**config.mk**
```make
export PLATFORM = sky130hd
export DESIGN_NAME = mii_status_gen
export DESIGN_NICKNAME = d
export VERILOG_FILES = /design/src/rtl/mii_status_pkg.sv /design/src/rtl/mii_carrier_col.sv /design/src/rtl/mii_hb_timer.sv /design/src/rtl/mii_rxdv_ctrl.sv /design/src/rtl/mii_out_stage.sv /design/src/rtl/mii_status_gen.sv
export SDC_FILE = /design/constraint.sdc
export NUM_CORES = 1
export LEC_CHECK = 0
export ABC_AREA = 1
export BUFFER_PORTS_ARGS = -buffer_cell sky130_fd_sc_hd__buf_2
export CORE_MARGIN = 4
export CORE_UTILIZATION = 48
export DETAILED_ROUTE_END_ITERATION = 6
export GPL_TIMING_DRIVEN = 1
export PLACE_DENSITY_LB_ADDON = 0.12
export SYNTH_ARGS = -nofsm -noshare
export SYNTH_HDL_FRONTEND = slang
export SYNTH_SLANG_ARGS = --single-unit
```
**constraint.sdc**
```tcl
create_clock -name clk -period 1.7 [get_ports clk]
set_input_delay 0.255 -clock clk [delete_from_list [all_inputs] [get_ports clk]]
set_output_delay 0.255 -clock clk [all_outputs]
set_load 0.02 [all_outputs]
```
**src/rtl/mii_status_pkg.sv**
```systemverilog
package mii_status_pkg;

   typedef enum logic [1:0] {
      HB_IDLE  = 2'd0,
      HB_WAIT  = 2'd1,
      HB_BURST = 2'd2
   } hb_state_e;

   localparam int unsigned N_STAT  = 3;
   localparam int unsigned IDX_CRS = 0;
   localparam int unsigned IDX_COL = 1;
   localparam int unsigned IDX_DV  = 2;

   function automatic int unsigned max_u(input int unsigned a, input int unsigned b);
      return (a > b) ? a : b;
   endfunction

endpackage

```
**src/rtl/mii_carrier_col.sv**
```systemverilog
module mii_carrier_col (
   input  logic tx_active,
   input  logic rx_nonidle,
   input  logic repeater_mode,
   input  logic full_duplex,
   input  logic hb_active,
   output logic crs_d,
   output logic col_d
);
   logic overlap;

   always_comb begin
      overlap = tx_active & rx_nonidle;
      if (repeater_mode) begin
         crs_d = rx_nonidle;
      end else begin
         crs_d = tx_active | rx_nonidle;
      end
      col_d = ~full_duplex & (overlap | hb_active);
   end
endmodule

```
**src/rtl/mii_hb_timer.sv**
```systemverilog
module mii_hb_timer
   import mii_status_pkg::*;
#(
   parameter int unsigned DELAY = 4,
   parameter int unsigned WIDTH = 10
) (
   input  logic clk,
   input  logic rst_n,
   input  logic enable,
   input  logic strobe,
   output logic active
);
   localparam int unsigned SPAN  = max_u(DELAY, WIDTH);
   localparam int unsigned CNT_W = (SPAN > 1) ? $clog2(SPAN) : 1;
   localparam logic [CNT_W-1:0] LOAD_WAIT  = CNT_W'(DELAY - 1);
   localparam logic [CNT_W-1:0] LOAD_BURST = CNT_W'(WIDTH - 1);

   hb_state_e        state_q, state_d;
   logic [CNT_W-1:0] cnt_q, cnt_d;
   logic             cnt_zero;

   assign cnt_zero = (cnt_q == '0);

   always_comb begin
      state_d = state_q;
      cnt_d   = cnt_q;
      if (!enable) begin
         state_d = HB_IDLE;
         cnt_d   = '0;
      end else begin
         unique case (state_q)
            HB_IDLE: begin
               if (strobe) begin
                  state_d = HB_WAIT;
                  cnt_d   = LOAD_WAIT;
               end
            end
            HB_WAIT: begin
               if (cnt_zero) begin
                  state_d = HB_BURST;
                  cnt_d   = LOAD_BURST;
               end else begin
                  cnt_d = cnt_q - 1'b1;
               end
            end
            HB_BURST: begin
               if (cnt_zero) begin
                  state_d = HB_IDLE;
               end else begin
                  cnt_d = cnt_q - 1'b1;
               end
            end
            default: begin
               state_d = HB_IDLE;
               cnt_d   = '0;
            end
         endcase
      end
   end

   always_ff @(posedge clk or negedge rst_n) begin
      if (!rst_n) begin
         state_q <= HB_IDLE;
         cnt_q   <= '0;
      end else begin
         state_q <= state_d;
         cnt_q   <= cnt_d;
      end
   end

   assign active = (state_q == HB_BURST);
endmodule

```
**src/rtl/mii_rxdv_ctrl.sv**
```systemverilog
module mii_rxdv_ctrl (
   input  logic speed_100,
   input  logic rx_pre_start,
   input  logic rx_sfd,
   input  logic rx_last,
   input  logic dv_q,
   output logic dv_d
);
   logic open_evt;

   always_comb begin
      open_evt = speed_100 ? rx_pre_start : rx_sfd;
      if (rx_last) begin
         dv_d = 1'b0;
      end else if (open_evt) begin
         dv_d = 1'b1;
      end else begin
         dv_d = dv_q;
      end
   end
endmodule

```
**src/rtl/mii_out_stage.sv**
```systemverilog
module mii_out_stage #(
   parameter int unsigned N = 3
) (
   input  logic         clk,
   input  logic         rst_n,
   input  logic [N-1:0] d,
   input  logic         isolate,
   output logic [N-1:0] q,
   output logic [N-1:0] oe
);
   for (genvar i = 0; i < N; i++) begin : g_pin
      always_ff @(posedge clk or negedge rst_n) begin
         if (!rst_n) begin
            q[i]  <= 1'b0;
            oe[i] <= 1'b0;
         end else begin
            q[i]  <= d[i];
            oe[i] <= ~isolate;
         end
      end
   end
endmodule

```
**src/rtl/mii_status_gen.sv**
```systemverilog
module mii_status_gen
   import mii_status_pkg::*;
#(
   parameter int unsigned SQE_DELAY = 4,
   parameter int unsigned SQE_WIDTH = 10,
   parameter bit          SQE_EN    = 1'b1
) (
   input  logic clk,
   input  logic rst_n,
   input  logic speed_100,
   input  logic full_duplex,
   input  logic repeater_mode,
   input  logic isolate,
   input  logic tx_active,
   input  logic rx_nonidle,
   input  logic rx_pre_start,
   input  logic rx_sfd,
   input  logic rx_last,
   input  logic tx_end_strobe,
   output logic crs,
   output logic crs_oe,
   output logic col,
   output logic col_oe,
   output logic rx_dv,
   output logic rx_dv_oe
);
   if (SQE_DELAY < 1) begin : g_bad_delay
      $error("SQE_DELAY must be at least 1");
   end
   if (SQE_WIDTH < 1) begin : g_bad_width
      $error("SQE_WIDTH must be at least 1");
   end

   logic              hb_active;
   logic              crs_d, col_d, dv_d;
   logic [N_STAT-1:0] stat_d, stat_q, stat_oe;

   if (SQE_EN) begin : g_hb
      mii_hb_timer #(
         .DELAY(SQE_DELAY),
         .WIDTH(SQE_WIDTH)
      ) u_hb (
         .clk   (clk),
         .rst_n (rst_n),
         .enable(~speed_100 & ~full_duplex),
         .strobe(tx_end_strobe),
         .active(hb_active)
      );
   end else begin : g_no_hb
      assign hb_active = 1'b0;
   end

   mii_carrier_col u_cc (
      .tx_active    (tx_active),
      .rx_nonidle   (rx_nonidle),
      .repeater_mode(repeater_mode),
      .full_duplex  (full_duplex),
      .hb_active    (hb_active),
      .crs_d        (crs_d),
      .col_d        (col_d)
   );

   mii_rxdv_ctrl u_dv (
      .speed_100   (speed_100),
      .rx_pre_start(rx_pre_start),
      .rx_sfd      (rx_sfd),
      .rx_last     (rx_last),
      .dv_q        (stat_q[IDX_DV]),
      .dv_d        (dv_d)
   );

   always_comb begin
      stat_d          = '0;
      stat_d[IDX_CRS] = crs_d;
      stat_d[IDX_COL] = col_d;
      stat_d[IDX_DV]  = dv_d;
   end

   mii_out_stage #(.N(N_STAT)) u_out (
      .clk    (clk),
      .rst_n  (rst_n),
      .d      (stat_d),
      .isolate(isolate),
      .q      (stat_q),
      .oe     (stat_oe)
   );

   assign crs      = stat_q[IDX_CRS];
   assign col      = stat_q[IDX_COL];
   assign rx_dv    = stat_q[IDX_DV];
   assign crs_oe   = stat_oe[IDX_CRS];
   assign col_oe   = stat_oe[IDX_COL];
   assign rx_dv_oe = stat_oe[IDX_DV];
endmodule

```
# [Word level (Yosys, flattened, before mapping)]
# Cells that the tools add are included.
[op_classes] addsub=1 n_eq_ne=6 muxes=14 bitwise=8 reduce_logical=5
[op_table] op="$mux W4" count=4
[op_table] op="$ne A3 B3 Y1 const B" count=4
[op_table] op="$pmux W4 S3" count=1
[op_table] op="$mux W2" count=4
[op_table] op="$pmux W2 S3" count=1
[op_table] op="$logic_not A4 Y1" count=1
[op_table] op="$mux W1" count=4
[op_table] op="$sub A4 B1 Y4 const B" count=1
[op_table] op="$and A1 B1 Y1" count=3
[op_table] op="$not A1 Y1" count=3
[op_table] op="$reduce_and A3 Y1" count=1
[op_table] op="$eq A2 B1 Y1 const B" count=1
[op_table] op="$eq A2 B2 Y1 const B" count=1
[op_table] op="$logic_not A2 Y1" count=1
[op_table] op="$or A1 B1 Y1" count=2
[op_table] op="$reduce_and A2 Y1" count=1
[op_table] op="$reduce_bool A2 Y1" count=1
[word_totals] reg_bits=10 in_bits=12 output_inout_bits=6 wordCells=40

# [Logic depth before layout (Yosys ltp)]
[depth] ltp_word=4 depth_mapped=7 ltp_nobuf=7

# [Modules after synthesis]
# Synthesis repeated with hierarchy kept, for this count alone.
[hier_totals] hier_cells=88 area_unflattened_um2=624.3
[modules_own_cells] module="mii_hb_timer" instances=1 cells_per_inst=68 area_each_um2=444.2 seq_area_each_um2=150.1
[modules_own_cells] module="mii_out_stage" instances=1 cells_per_inst=7 area_each_um2=118.9 seq_area_each_um2=100.1
[modules_own_cells] module="mii_carrier_col" instances=1 cells_per_inst=5 area_each_um2=31.3 seq_area_each_um2=0.0
[modules_own_cells] module="mii_rxdv_ctrl" instances=1 cells_per_inst=7 area_each_um2=26.3 seq_area_each_um2=0.0
[modules_own_cells] module="mii_status_gen" instances=1 cells_per_inst=1 area_each_um2=3.8 seq_area_each_um2=0.0

# [Worst setup path after synthesis]
# OpenSTA, ideal clock, no wires.
[synth_timing] path_kind="reg2reg" startpoint="reg g_hb.u_hb.cnt_q[0]" endpoint="reg g_hb.u_hb.cnt_q[0]" setup_ns=0.074 arrival_ns=1.105 t_required_ns=1.626 setup_slack_ns=0.521 stages_incl_launch_ff=7 n_path_buf=0 period_less_slack_ns=1.179 path_cell_list="dfrtp_1 inv_1 ha_1 nand2_2 o21ai_0 inv_1 o21ai_2"
[synth_between] elab_chain_cells=4 elab_cells_between_ends=8 classes_between="1 x add/sub; 1 x eq/ne; 4 x mux; 2 x reduce/logical"
[synth_lines] item="start, declared" line_no="mii_hb_timer.sv:19" rtl="logic [CNT_W-1:0] cnt_q, cnt_d;"
[synth_lines] item="start signal, assigned" line_no="mii_hb_timer.sv:67" rtl="cnt_q <= cnt_d;"
[synth_lines] item="$sub A4 B1 Y4 or $logic_not A4 Y1 (tied branches)" line_no="mii_hb_timer.sv:43, mii_hb_timer.sv:50, mii_hb_timer.sv:22"
[synth_lines] item="$mux W4 (on tied branches)" line_no="mii_hb_timer.sv:47, mii_hb_timer.sv:39"
[synth_lines] item="$pmux W4 S3" line_no="mii_hb_timer.sv:31" rtl="unique case (state_q)"
[synth_lines] item="$mux W4" line_no="mii_hb_timer.sv:27" rtl="if (!enable) begin"
# Parallel ways exist; a longest one is shown, timed or not. The select of a mux whose other input is x is not followed.
# A chain may end at the register's enable or synchronous reset.

# [Worst setup path in the final report]
[layout_timing] startpoint="reg g_hb.u_hb.state_q[1]" endpoint="reg g_hb.u_hb.cnt_q[1]"
[layout_between] elab_chain_cells=3 elab_cells_between_ends=8 classes_between="4 x eq/ne; 2 x mux; 2 x reduce/logical"
[layout_lines] item="start, declared" line_no="mii_hb_timer.sv:18" rtl="hb_state_e state_q, state_d;"
[layout_lines] item="start signal, assigned" line_no="mii_hb_timer.sv:66" rtl="state_q <= state_d;"
[layout_lines] item="$eq A2 B2 Y1 (tied with other cells)" line_no="mii_hb_timer.sv:31"
[layout_lines] item="$pmux W4 S3 or $ne A3 B3 Y1 (tied branches)"
[layout_lines] item="$mux W4 or $reduce_and A2 Y1 (tied branches)"
# Parallel ways exist; a longest one is shown, timed or not.

==> flow_summary.yaml <==
run_status:
  status: "finished clean"
critical_path:
  cpMaxStageDelayCell: "dfrtp_1"
  critPathKind: "reg2reg"
  start_kind: "register"
  cp_slowest_stage_delay_ns: 0.48
  timing.critical_path.buf_inv: 0
  critPathCaptureType: "register"
  critPathTopFamily: "simple AND/OR/NAND/NOR gates"
  crit_start: "g_hb.u_hb.state_q[1]"
  crit_path_max_fanout: 7
  path_cells: "nor2_2, nand2_1, nor2_1, nor2_1, nand3_1, nand2_1"
  cp.required_ns: 1.87
  critPathArrivalTime_ns: 1.47
  r2r_start: "g_hb.u_hb.state_q[1]"
  worst-r2r-setup-slack_ns: 0.41
logic_synthesis:
  synthCells: 83
  yosysWarningCount: 0
  synth_cell_type_count: 19
  syn_nets: 96
  ys_ff_latch: 10
  ys_seq_area_share_pct: 39.9
  synth_area_sq_um: 627
  syn_area_per_cell_sq_um: 7.55
flow_run:
  drv_cap: 0
timing:
  setup_tns_ns: 0
  fin_skew_ns: 0.00315
  fmax_mhz: 772
  fin_ws_ns: 0.405
  slew_headroom_pct: 81.8
  post-route-min-period_ns: 1.29
  finalSetupViolations: 0
  worst_pin_slew_ns: 0.272
  hold_violations: 0
  min_period_over_period_pct: 76.1
  rsz0062_at_grt: "no"
  maxSlewViolCount: 0
cts:
  cts_tree: "yes"
  cts_hold_buf: 1
  h-tree-depth: 1
  clock_path_buffers: 2
  post-cts-setup-buffers: 0
  clkSinkCount: 10
  clkTransAtPathRegs_ns: 0.07
  cts_resized: 0
  clock_latency_ns: 0.27
  cts_root_buffer: "clkbuf_4"
  cts_buffers: 3
finish:
  fill_cells: 113
  antenna_cells: 0
  finalNetCount: 117
  final_layout_size_suffix_gt1_share_pct: 30.1
  multi_input_area_sq_um: 317
  area_growth_pct: 21.4
  layoutNonFillerInstCount: 117
  seq_area_sq_um: 250
  final_area_sq_um: 761
pwr:
  pwr-share-seq_pct: 42.5
  ir_worst_vdd_mv: 0.406
  p_leak_uw: 0.000409
  p_int_uw: 430
  p_sw_uw: 189
  combPwrFrac_pct: 21.8
  power.density_mw_per_mm2: 814
  sw_frac_of_total_pct: 30.5
  pwr-share-clk_pct: 35.7
  power_uw: 619
floorplan:
  die_w_um: 44.1
  die_area_sq_mm: 0.00195
  core_area_sq_mm: 0.00117
  rows: 12
  io_pins: 18
  start_util_pct: 53.5
  die_h_um: 44.1
placed_design:
  dp_hpwl_um: 997
  placed_area_sq_um: 714
  dp_cells: 112
  place_ws_ns: 0.431
  gp_congestion: 0.896
  numPortBuffers: 17
routing:
  wl_mm: 1.42
  vias: 616
  vias_per_cell: 5.26
  ant_nets: 0
  wl_per_cell_um: 12.1
  drt_iter0_markers: 20
  drc: 0
  drt_first_pass_iters: 4
hold_path:
  hp-class: "in2reg"
  hp-start: "isolate"
grt:
  antenna_found_initial: 0
  grt_pass1_wl_mm: 2.40
  overflow: 0
  grt_max_degree: 11
  use_met3_pct: 3.66
  gr-usage-met2_pct: 27.9
  grt_pass1_vias: 575
  grt.busiest_layer: "met2"
  use_met1_pct: 20.6
  grt.total_usage_pct: 16.5
-- power groups by stage --
stage / logic, uW / registers (uW) / clock network, uW
floorplan: 82.4 / 274 / 0
global placement: 129 / 267 / 0
detailed placement: 130 / 267 / 0
CTS: 135 / 263 / 224
global route: 151 / 265 / 240
finish: 135 / 263 / 221
-- cells in the mapped netlist --
cell / instances / area (sq um)
dfrtp_1: 10 / 250
o21ai_0: 2 / 10.0
nor2_1: 8 / 30.0
nor2_4: 1 / 11.3
nor2_2: 2 / 12.5
nor2_8: 1 / 20.0
a21oi_1: 3 / 15.0
xor2_1: 1 / 8.76
nand4_1: 2 / 12.5
nand2_1: 18 / 67.6
o21bai_1: 1 / 7.51
buf_4: 2 / 15.0
o21ai_1: 2 / 10.0
inv_1: 11 / 41.3
inv_2: 1 / 3.75
nand2_2: 2 / 12.5
nand3_1: 12 / 60.1
ha_1: 1 / 12.5
o21ai_2: 3 / 26.3
-- per-layer routing --
layer | vias to the layer above | part of all wire, %
li1 | 308 | -
met1 | 276 | 44
met2 | 28 | 47
met3 | 4 | 7.2
met4 | 0 | 1.6
met5 | - | 0
-- cell type report --
class                      count  area share (%)
inverter                      12            5.92
tap                           14            2.30
multi-input combinational     59            41.6
sequential                    10            32.9
timing repair buffer          18            12.5
clock buffer                   4            4.77
-- cells by family after synthesis --
group                      share of synthesized area (%)
and+or+nand+nor                                     36.1
buffers and inverters                               9.58
AOI/OAI and AO/OA                                   11.0
DFF                                                 39.9
xor gates and xnor gates                            1.40
adders and majority gates                           2.00
-- state kept, by name, summed over array words and instances (netlist names) --
register           count
u_out.oe               1
g_hb.u_hb.cnt_q        4
u_out.q                3
g_hb.u_hb.state_q      2
-- worst register-to-register path, stage by stage (launching register included) --
cell and delay [ns]:
dfrtp_1 0.48, nor2_2 0.21, nand2_1 0.11, nor2_1 0.20
nor2_1 0.08, nand3_1 0.08, nand2_1 0.05
-- cells in the final DEF, fill, tap and decap left out, drive strengths merged, types with 2 or more instances in the layout --
master / n
a21oi: 3
buf: 17
clkbuf: 4
dfrtp: 10
inv: 12
nand2: 20
nand3: 12
nand4: 2
nor2: 12
o21ai: 7
-- path summary, 6_finish.rpt --
kind | endpoint | cells past startpoint
max | g_hb.u_hb.cnt_q[1] | 6
min | u_out.oe[2] | 2
max reg2reg | g_hb.u_hb.cnt_q[1] | 6
min reg2reg | g_hb.u_hb.cnt_q[0] | 2
max in group asynchronous | u_out.oe[2] | 2
min in group asynchronous | g_hb.u_hb.cnt_q[0] | 2
-- metrics by stage --
stage          utilization [%]  hold WS (ns)
3_5_place_dp              61.0         0.132
6_report                  65.0         0.114
4_1_cts                   65.0         0.110
2_1_floorplan                -       -0.0406
5_1_grt                   65.0         0.125
3_3_place_gp              61.0         0.135
Note: power is estimated with default switching activity, not from simulation.
